[src/rtl/adc_cap_pkg.sv]
`timescale 1ns/1ps
package adc_cap_pkg;
  localparam int unsigned SAMPLE_W_DEF  = 16;
  localparam int unsigned FILL_CLKS_DEF = 13;

  typedef enum logic {
    CODE_TWOS   = 1'b0,
    CODE_OFFSET = 1'b1
  } coding_e;
endpackage

[src/rtl/adc_fill_tracker.sv]
`timescale 1ns/1ps
module adc_fill_tracker #(
  parameter int unsigned FILL_CLKS = 13,
  parameter int unsigned CNT_W     = ($clog2(FILL_CLKS) < 1) ? 1 : $clog2(FILL_CLKS)
) (
  input  logic clk,
  input  logic rst,
  input  logic start,
  input  logic stop,
  output logic conv_en,
  output logic pin_vld
);
  localparam logic [CNT_W-1:0] LAST_CNT = CNT_W'(FILL_CLKS - 1);

  logic             running;
  logic [CNT_W-1:0] fill_cnt;
  logic             fill_done;
  logic             clear_evt;

  assign fill_done = (fill_cnt == LAST_CNT);
  assign clear_evt = start | stop;

  always_ff @(posedge clk) begin
    if (rst || stop) begin
      running <= 1'b0;
    end else if (start) begin
      running <= 1'b1;
    end
  end

  // Converter clocks seen since start, saturating at the last fill clock
  always_ff @(posedge clk) begin
    if (rst || clear_evt) begin
      fill_cnt <= '0;
    end else if (running && !fill_done) begin
      fill_cnt <= fill_cnt + 1'b1;
    end
  end

  // Word being captured at the pins now is a real result
  always_ff @(posedge clk) begin
    if (rst || clear_evt) begin
      pin_vld <= 1'b0;
    end else begin
      pin_vld <= running && fill_done;
    end
  end

  assign conv_en = running;

  a_r2_start_runs: assert property (@(posedge clk) disable iff (rst)
    (start && !stop) |=> conv_en);
  a_r10_stop_halts: assert property (@(posedge clk) disable iff (rst)
    stop |=> (!conv_en && !pin_vld));
  a_r9_restart_blanks: assert property (@(posedge clk) disable iff (rst)
    start |=> !pin_vld);
  a_r4_valid_needs_run: assert property (@(posedge clk) disable iff (rst)
    pin_vld |-> conv_en);
endmodule

[src/rtl/adc_pin_stage.sv]
`timescale 1ns/1ps
module adc_pin_stage #(
  parameter int unsigned SAMPLE_W = 16
) (
  input  logic                clk,
  input  logic                rst,
  input  logic [SAMPLE_W-1:0] pin_data,
  input  logic                pin_mode,
  output logic [SAMPLE_W-1:0] cap_data,
  output logic                cap_mode
);
  // First register, right at the converter pins; coding travels with the word
  always_ff @(posedge clk) begin
    if (rst) begin
      cap_data <= '0;
      cap_mode <= 1'b0;
    end else begin
      cap_data <= pin_data;
      cap_mode <= pin_mode;
    end
  end

  a_r8_mode_with_word: assert property (@(posedge clk) disable iff (rst)
    1'b1 |=> (cap_mode == $past(pin_mode) && cap_data == $past(pin_data)));
endmodule

[src/rtl/adc_fmt_stage.sv]
`timescale 1ns/1ps
module adc_fmt_stage #(
  parameter int unsigned SAMPLE_W = 16
) (
  input  logic                clk,
  input  logic                rst,
  input  logic                clr,
  input  logic [SAMPLE_W-1:0] in_data,
  input  logic                in_mode,
  input  logic                in_vld,
  output logic [SAMPLE_W-1:0] out_data,
  output logic                out_vld
);
  import adc_cap_pkg::*;

  localparam logic [SAMPLE_W-1:0] SIGN_MASK = {1'b1, {(SAMPLE_W-1){1'b0}}};

  function automatic logic [SAMPLE_W-1:0] to_signed_word(
    input logic [SAMPLE_W-1:0] w, input coding_e code);
    return (code == CODE_OFFSET) ? (w ^ SIGN_MASK) : w;
  endfunction

  logic [SAMPLE_W-1:0] norm_word;
  assign norm_word = to_signed_word(in_data, coding_e'(in_mode));

  always_ff @(posedge clk) begin
    if (rst) begin
      out_data <= '0;
    end else begin
      out_data <= norm_word;
    end
  end

  always_ff @(posedge clk) begin
    if (rst || clr) begin
      out_vld <= 1'b0;
    end else begin
      out_vld <= in_vld;
    end
  end

  a_r6_twos_passthru: assert property (@(posedge clk) disable iff (rst)
    !in_mode |=> (out_data == $past(in_data)));
  a_r7_offset_msb_flip: assert property (@(posedge clk) disable iff (rst)
    in_mode |=> (out_data[SAMPLE_W-1] != $past(in_data[SAMPLE_W-1]) &&
                 out_data[SAMPLE_W-2:0] == $past(in_data[SAMPLE_W-2:0])));
endmodule

[src/rtl/adc_capture_frontend.sv]
`timescale 1ns/1ps
module adc_capture_frontend #(
  parameter int unsigned SAMPLE_W  = adc_cap_pkg::SAMPLE_W_DEF,
  parameter int unsigned FILL_CLKS = adc_cap_pkg::FILL_CLKS_DEF
) (
  input  logic                clk,
  input  logic                rst,
  input  logic                start,
  input  logic                stop,
  input  logic                coding_sel,
  input  logic [SAMPLE_W-1:0] adc_data_in,
  output logic                conv_clk_en,
  output logic                sample_valid,
  output logic [SAMPLE_W-1:0] sample_data
);
  logic                pin_vld;
  logic [SAMPLE_W-1:0] cap_data;
  logic                cap_mode;
  logic                restart_or_stop;

  assign restart_or_stop = start | stop;

  adc_fill_tracker #(
    .FILL_CLKS (FILL_CLKS)
  ) u_fill (
    .clk     (clk),
    .rst     (rst),
    .start   (start),
    .stop    (stop),
    .conv_en (conv_clk_en),
    .pin_vld (pin_vld)
  );

  adc_pin_stage #(
    .SAMPLE_W (SAMPLE_W)
  ) u_pin (
    .clk      (clk),
    .rst      (rst),
    .pin_data (adc_data_in),
    .pin_mode (coding_sel),
    .cap_data (cap_data),
    .cap_mode (cap_mode)
  );

  adc_fmt_stage #(
    .SAMPLE_W (SAMPLE_W)
  ) u_fmt (
    .clk      (clk),
    .rst      (rst),
    .clr      (restart_or_stop),
    .in_data  (cap_data),
    .in_mode  (cap_mode),
    .in_vld   (pin_vld),
    .out_data (sample_data),
    .out_vld  (sample_valid)
  );

  a_r4_valid_from_pins: assert property (@(posedge clk) disable iff (rst)
    sample_valid |-> $past(pin_vld));
  a_r4_valid_only_running: assert property (@(posedge clk) disable iff (rst)
    sample_valid |-> conv_clk_en);
  a_r10_stop_drops_valid: assert property (@(posedge clk) disable iff (rst)
    stop |=> !sample_valid);
endmodule

[config.mk]
export PLATFORM = sky130hd
export DESIGN_NAME = adc_capture_frontend
export DESIGN_NICKNAME = d
export VERILOG_FILES = /design/src/rtl/adc_cap_pkg.sv /design/src/rtl/adc_fill_tracker.sv /design/src/rtl/adc_pin_stage.sv /design/src/rtl/adc_fmt_stage.sv /design/src/rtl/adc_capture_frontend.sv
export SDC_FILE = /design/constraint.sdc
export NUM_CORES = 1
export LEC_CHECK = 0
export BUFFER_PORTS_ARGS = -buffer_cell sky130_fd_sc_hd__buf_4
export CELL_PAD_IN_SITES_DETAIL_PLACEMENT = 1
export CELL_PAD_IN_SITES_GLOBAL_PLACEMENT = 2
export CORE_ASPECT_RATIO = 1.5
export CORE_MARGIN = 5
export CORE_UTILIZATION = 32
export DETAILED_ROUTE_END_ITERATION = 7
export HOLD_SLACK_MARGIN = 0.08
export PLACE_DENSITY = 0.86
export RECOVER_POWER = 100
export SYNTH_ARGS = -nofsm -noshare
export SYNTH_HDL_FRONTEND = slang
export SYNTH_HIERARCHICAL = 1
export SYNTH_SLANG_ARGS = --single-unit
[constraint.sdc]
create_clock -name clk -period 2.1 [get_ports clk]
set_input_delay 0 -clock clk [delete_from_list [all_inputs] [get_ports clk]]
set_output_delay 0 -clock clk [all_outputs]
set_load 0.05 [all_outputs]
* Word-level counts from Yosys, hierarchy flattened
Cells that the tools add are included.
** Storage, ports and cells
- Register bits :: 40
- Output and inout port bits :: 18
- Logic and storage cells :: 17
** Operators by class
- Add/subtract/negate cells :: 1
- Eq/ne operators :: 1
- Muxes and demuxes :: 1
- Bitwise operators :: 2
- Reduce and logical (&&, ||, !) cells :: 5
** Operators with widths (number)
- two-way mux 16 bit :: 1
- adder 4 x 1 -> 4 bit (second input constant) :: 1
- == test 4 bit (second input constant) :: 1
- logical AND 1 bit :: 2
- logical OR 1 bit :: 2
- zero test 1 bit :: 1
- NOT 1 bit :: 1
- OR 1 bit :: 1

* Depth between registers and ports, before layout
- Word-level depth :: 3
- Depth in mapped cells :: 5
- Depth with buffers taken out :: 5

* By module
The synthesis kept the hierarchy.
** By module, submodules not included
- adc_fmt_stage :: times used 1, cells an instance 36, area each 476.7 um2
- adc_pin_stage :: times used 1, cells an instance 35, area each 475.5 um2
- adc_fill_tracker :: times used 1, cells an instance 33, area each 276.5 um2
- adc_capture_frontend :: times used 1, cells an instance 1, area each 6.3 um2

* Least setup slack after synthesis
OpenSTA, ideal clock, no wires.
- Kind :: reg-to-reg
- Start :: reg u_fill.running (netlist: u_fill/conv_en)
- End :: reg u_fill.fill_cnt[3]
- Library setup time :: 122 ps
- Data arrival time :: 1149 ps
- Setup slack :: 828 ps
- Stages on the path, launching flop included :: 5
- Buffers on the path :: 1
- Clock period less this slack :: 1272 ps
- Cell sequence :: dfxtp_1 > buf_2 > nand4_1 > nor3_1 > a211oi_1
** On the way
- Cells in the longest elaborated chain, start to end :: 1
** RTL lines
- start, declared :: RTL line adc_fill_tracker.sv:15 : logic running;
- start signal, assigned :: RTL line adc_fill_tracker.sv:25 : running <= 1'b0;
- start signal, assigned :: RTL line adc_fill_tracker.sv:27 : running <= 1'b1;
- logical AND 1 bit :: RTL line adc_fill_tracker.sv:35 : end else if (running && !fill_done) begin
- end signal, assigned :: RTL line adc_fill_tracker.sv:36 : fill_cnt <= fill_cnt + 1'b1;
- end, declared :: RTL line adc_fill_tracker.sv:16 : logic [CNT_W-1:0] fill_cnt;
Every way passes these cells.
A chain may end at the register's enable or synchronous reset.

* Worst setup path after layout
- Start :: reg u_fill.fill_cnt[0]
- End :: reg u_fill.fill_cnt[0]
** On the way
- Cells in the longest elaborated chain, start to end :: 3
** RTL lines
- branches (longest 3 deep; another with adder 4 x 1 -> 4 bit)
Parallel ways; which one is timed is not known.

==> results.toml <==
[drt]
drtPass1Iterations = 2
drt_iter0_drc = 8
drc = 0
vias_per_cell = 4.42
wirelength_um = 2590
antenna_left = 0
vias = 929
wl_per_cell_um = 12.3

[floorplan]
initial_utilization_pct = 33.2
dieArea_sq_mm = 0.00523
core-area_sq_mm = 0.00372
fp.dieH_um = 86.1
die_x_um = 60.7
num_io_pins = 39
rows = 27

[timing]
fmax_mhz = 728
fin_crit_ns = 1.37
setup_violations = 0
slew_viol_final = 0
rsz0062_at_grt = "no"
worst_pin_slew_ns = 0.620
fin_skew_ns = 0.00348
timing.setup.tns_ns = 0
finalCritPeriodShare_pct = 65.4
slew-limit-headroom_pct = 58.9
hold_viol = 0

[final_layout]
antenna_cells = 0
post-route-cell-area_sq_mm = 0.00175
mostFrequentLayoutCell = "dfxtp_1"
nets = 190
layout_common_cells = "dfxtp_1 (40), dlygate4sd3_1 (20), nor2b_1 (20), clkbuf_1 (19), clkbuf_4 (17)"
drive_above_1_share_pct = 20.4
syn_to_final_growth_pct = 41.8

[worst_hold_path]
min_from = "rst"
hold_class = "input pin to register"
worstHoldPathCells = 2
worstHoldEndpoint = "u_pin/cap_data[11]"

[grt]
grt_pass1_wl_um = 4370
antenna_found_initial = 0
grt_overflow = 0
grt_max_degree = 37
grt_usage_pct = 11.5
first_global_vias = 970

[worst_setup_path]
rr_endpoint = "u_fill/fill_cnt[0]"
endpoint_kind = "register"
critical_path_required_ns = 2.26
crit_fanout = 5
critPathArrivalTime_ns = 1.54
worstSetupStartpointType = "register"
cp_top_family = "flip-flops"
reg2reg_from = "u_fill/fill_cnt[0]"
cpPeakStageDelay_ns = 0.39
crit_type = "register to register"
reg2reg_setup_slack_ns = 0.73
reg2regPathDepth = 5
path_buf_inv = 1
slowest_stage = "dfxtp_1"
path_cells = "inv_1 -> ha_1 -> and3_1 -> o21ai_0 -> a21oi_1"

[yosys]
synthesis.nets = 128
synth_area_leader_cell = "dfxtp_1"
synth_warnings = 6
synth_area_sq_mm = 0.00123
ys_seq_elements = 40
netlist_top_cells_area = "dfxtp_1 (65%), nor2b_1 (10%), and2b_2 (5.0%)"
syn_area_per_cell_sq_um = 11.8
syn_inst = 105
synthDistinctLibCells = 21
yosysTopAreaCellShare_pct = 64.8
ys_seq_area_share_pct = 64.8

[clocking]
cts-root-buf = "clkbuf_8"
clock_latency_ns = 0.28
clkSlewWorstSetupHoldPaths_ns = 0.07
holdBufCountCts = 20
post_cts_buffers = 0
cts.path.max_buffers = 2
clock-sinks = 40
h-tree-depth = 2
cts_tree = "yes"
cts_resized = 0
cts_buffers = 5

[power]
p_leak_nw = 0.726
max-vdd-ir-drop_uv = 494
power_density_mw_per_mm2 = 810

[place]
dp_hpwl_um = 1790
dpl_cell_area_sq_mm = 0.00155
portBuffers = 38
routabilityCongestion = 0.672

[run]
drv_cap = 0

[status]
run_status = "complete, no violations"
-- synthesized netlist by cell type --
cell / n
a211oi_1: 2
or3_4: 1
nor3_1: 2
and2b_1: 5
nor2b_1: 20
nor2_1: 3
nor3b_2: 1
nand3_1: 3
nand2_1: 1
and3_1: 1
nand4_1: 2
inv_1: 4
ha_1: 2
buf_6: 2
a21oi_1: 4
o21ai_0: 2
buf_2: 1
and2b_2: 7
xnor2_1: 1
dfxtp_1: 40
or2_1: 1
-- cells by family after synthesis --
family                   count (synthesis)  share of synthesized area [%]
AND/OR/NAND/NOR                         47                           25.3
adder cells (fa/ha/maj)                  2                           2.03
flip-flops                              40                           64.8
XOR/XNOR                                 1                          0.709
AO/OA/AOI/OAI                            8                           3.65
buffers and inverters                    7                           3.44
-- layout make-up --
| cell class | count | area [sq um] |
|---|---|---|
| clock buffers | 6 | 72.6 |
| clock inverters | 1 | 5.00 |
| fillers | 402 | 1960 |
| inverters | 4 | 15.0 |
| multi-input cells | 58 | 387 |
| flip-flops and latches | 40 | 801 |
| well taps | 43 | 53.8 |
| repair buffers | 58 | 418 |
-- how the worst max path moves through the flow --
stage	start	to	cells past startpoint
2_1_floorplan	u_fill/conv_en	u_fill/fill_cnt[3]	4
3_3_place_gp	u_fill/fill_cnt[0]	u_fill/fill_cnt[0]	5
3_5_place_dp	u_fill/fill_cnt[0]	u_fill/fill_cnt[0]	5
4_1_cts	u_fill/fill_cnt[0]	u_fill/fill_cnt[0]	5
5_1_grt	u_fill/conv_en	u_fill/conv_en	3
6_report	u_fill/fill_cnt[0]	u_fill/fill_cnt[0]	5
-- per-stage QoR --
step | total power, W | instances | worst slack (ns) | utilization (%) | hold WS [ns]
2_1_floorplan | 0.000901 | 105 | 0.828 | - | 0.0716
3_3_place_gp | 0.000954 | 183 | 0.940 | 41.6 | 0.182
5_1_grt | 0.00149 | 210 | 0.626 | 47.1 | 0.112
3_5_place_dp | 0.000960 | 183 | 0.746 | 41.6 | 0.189
6_report | 0.00142 | 210 | 0.726 | 47.1 | 0.0973
4_1_cts | 0.00145 | 210 | 0.730 | 49.1 | 0.107
-- power by group --
group | internal [W] | total (W) | switching [W]
logic | 0.0000727 | 0.000156 | 0.0000837
clock network | 0.000226 | 0.000464 | 0.000239
registers | 0.000790 | 0.000799 | 0.00000907
total | 0.00109 | 0.00142 | 0.000331
-- state kept, by name (all words and copies together) (netlist names) --
register / flops
u_fmt/out_data: 16
u_fill/fill_cnt: 4
u_fill/conv_en: 1
u_pin/cap_mode: 1
u_pin/cap_data: 16
u_fmt/out_vld: 1
u_fill/pin_vld: 1
-- per-layer routing --
metal	share of wire, %	up-vias	track usage (%)
met5	0	-	0
li1	-	456	-
met2	57	30	20.8
met4	2.0	0	4.14
met3	8.3	5	5.42
met1	33	438	10.9
Power figures use the tool's default switching activity.
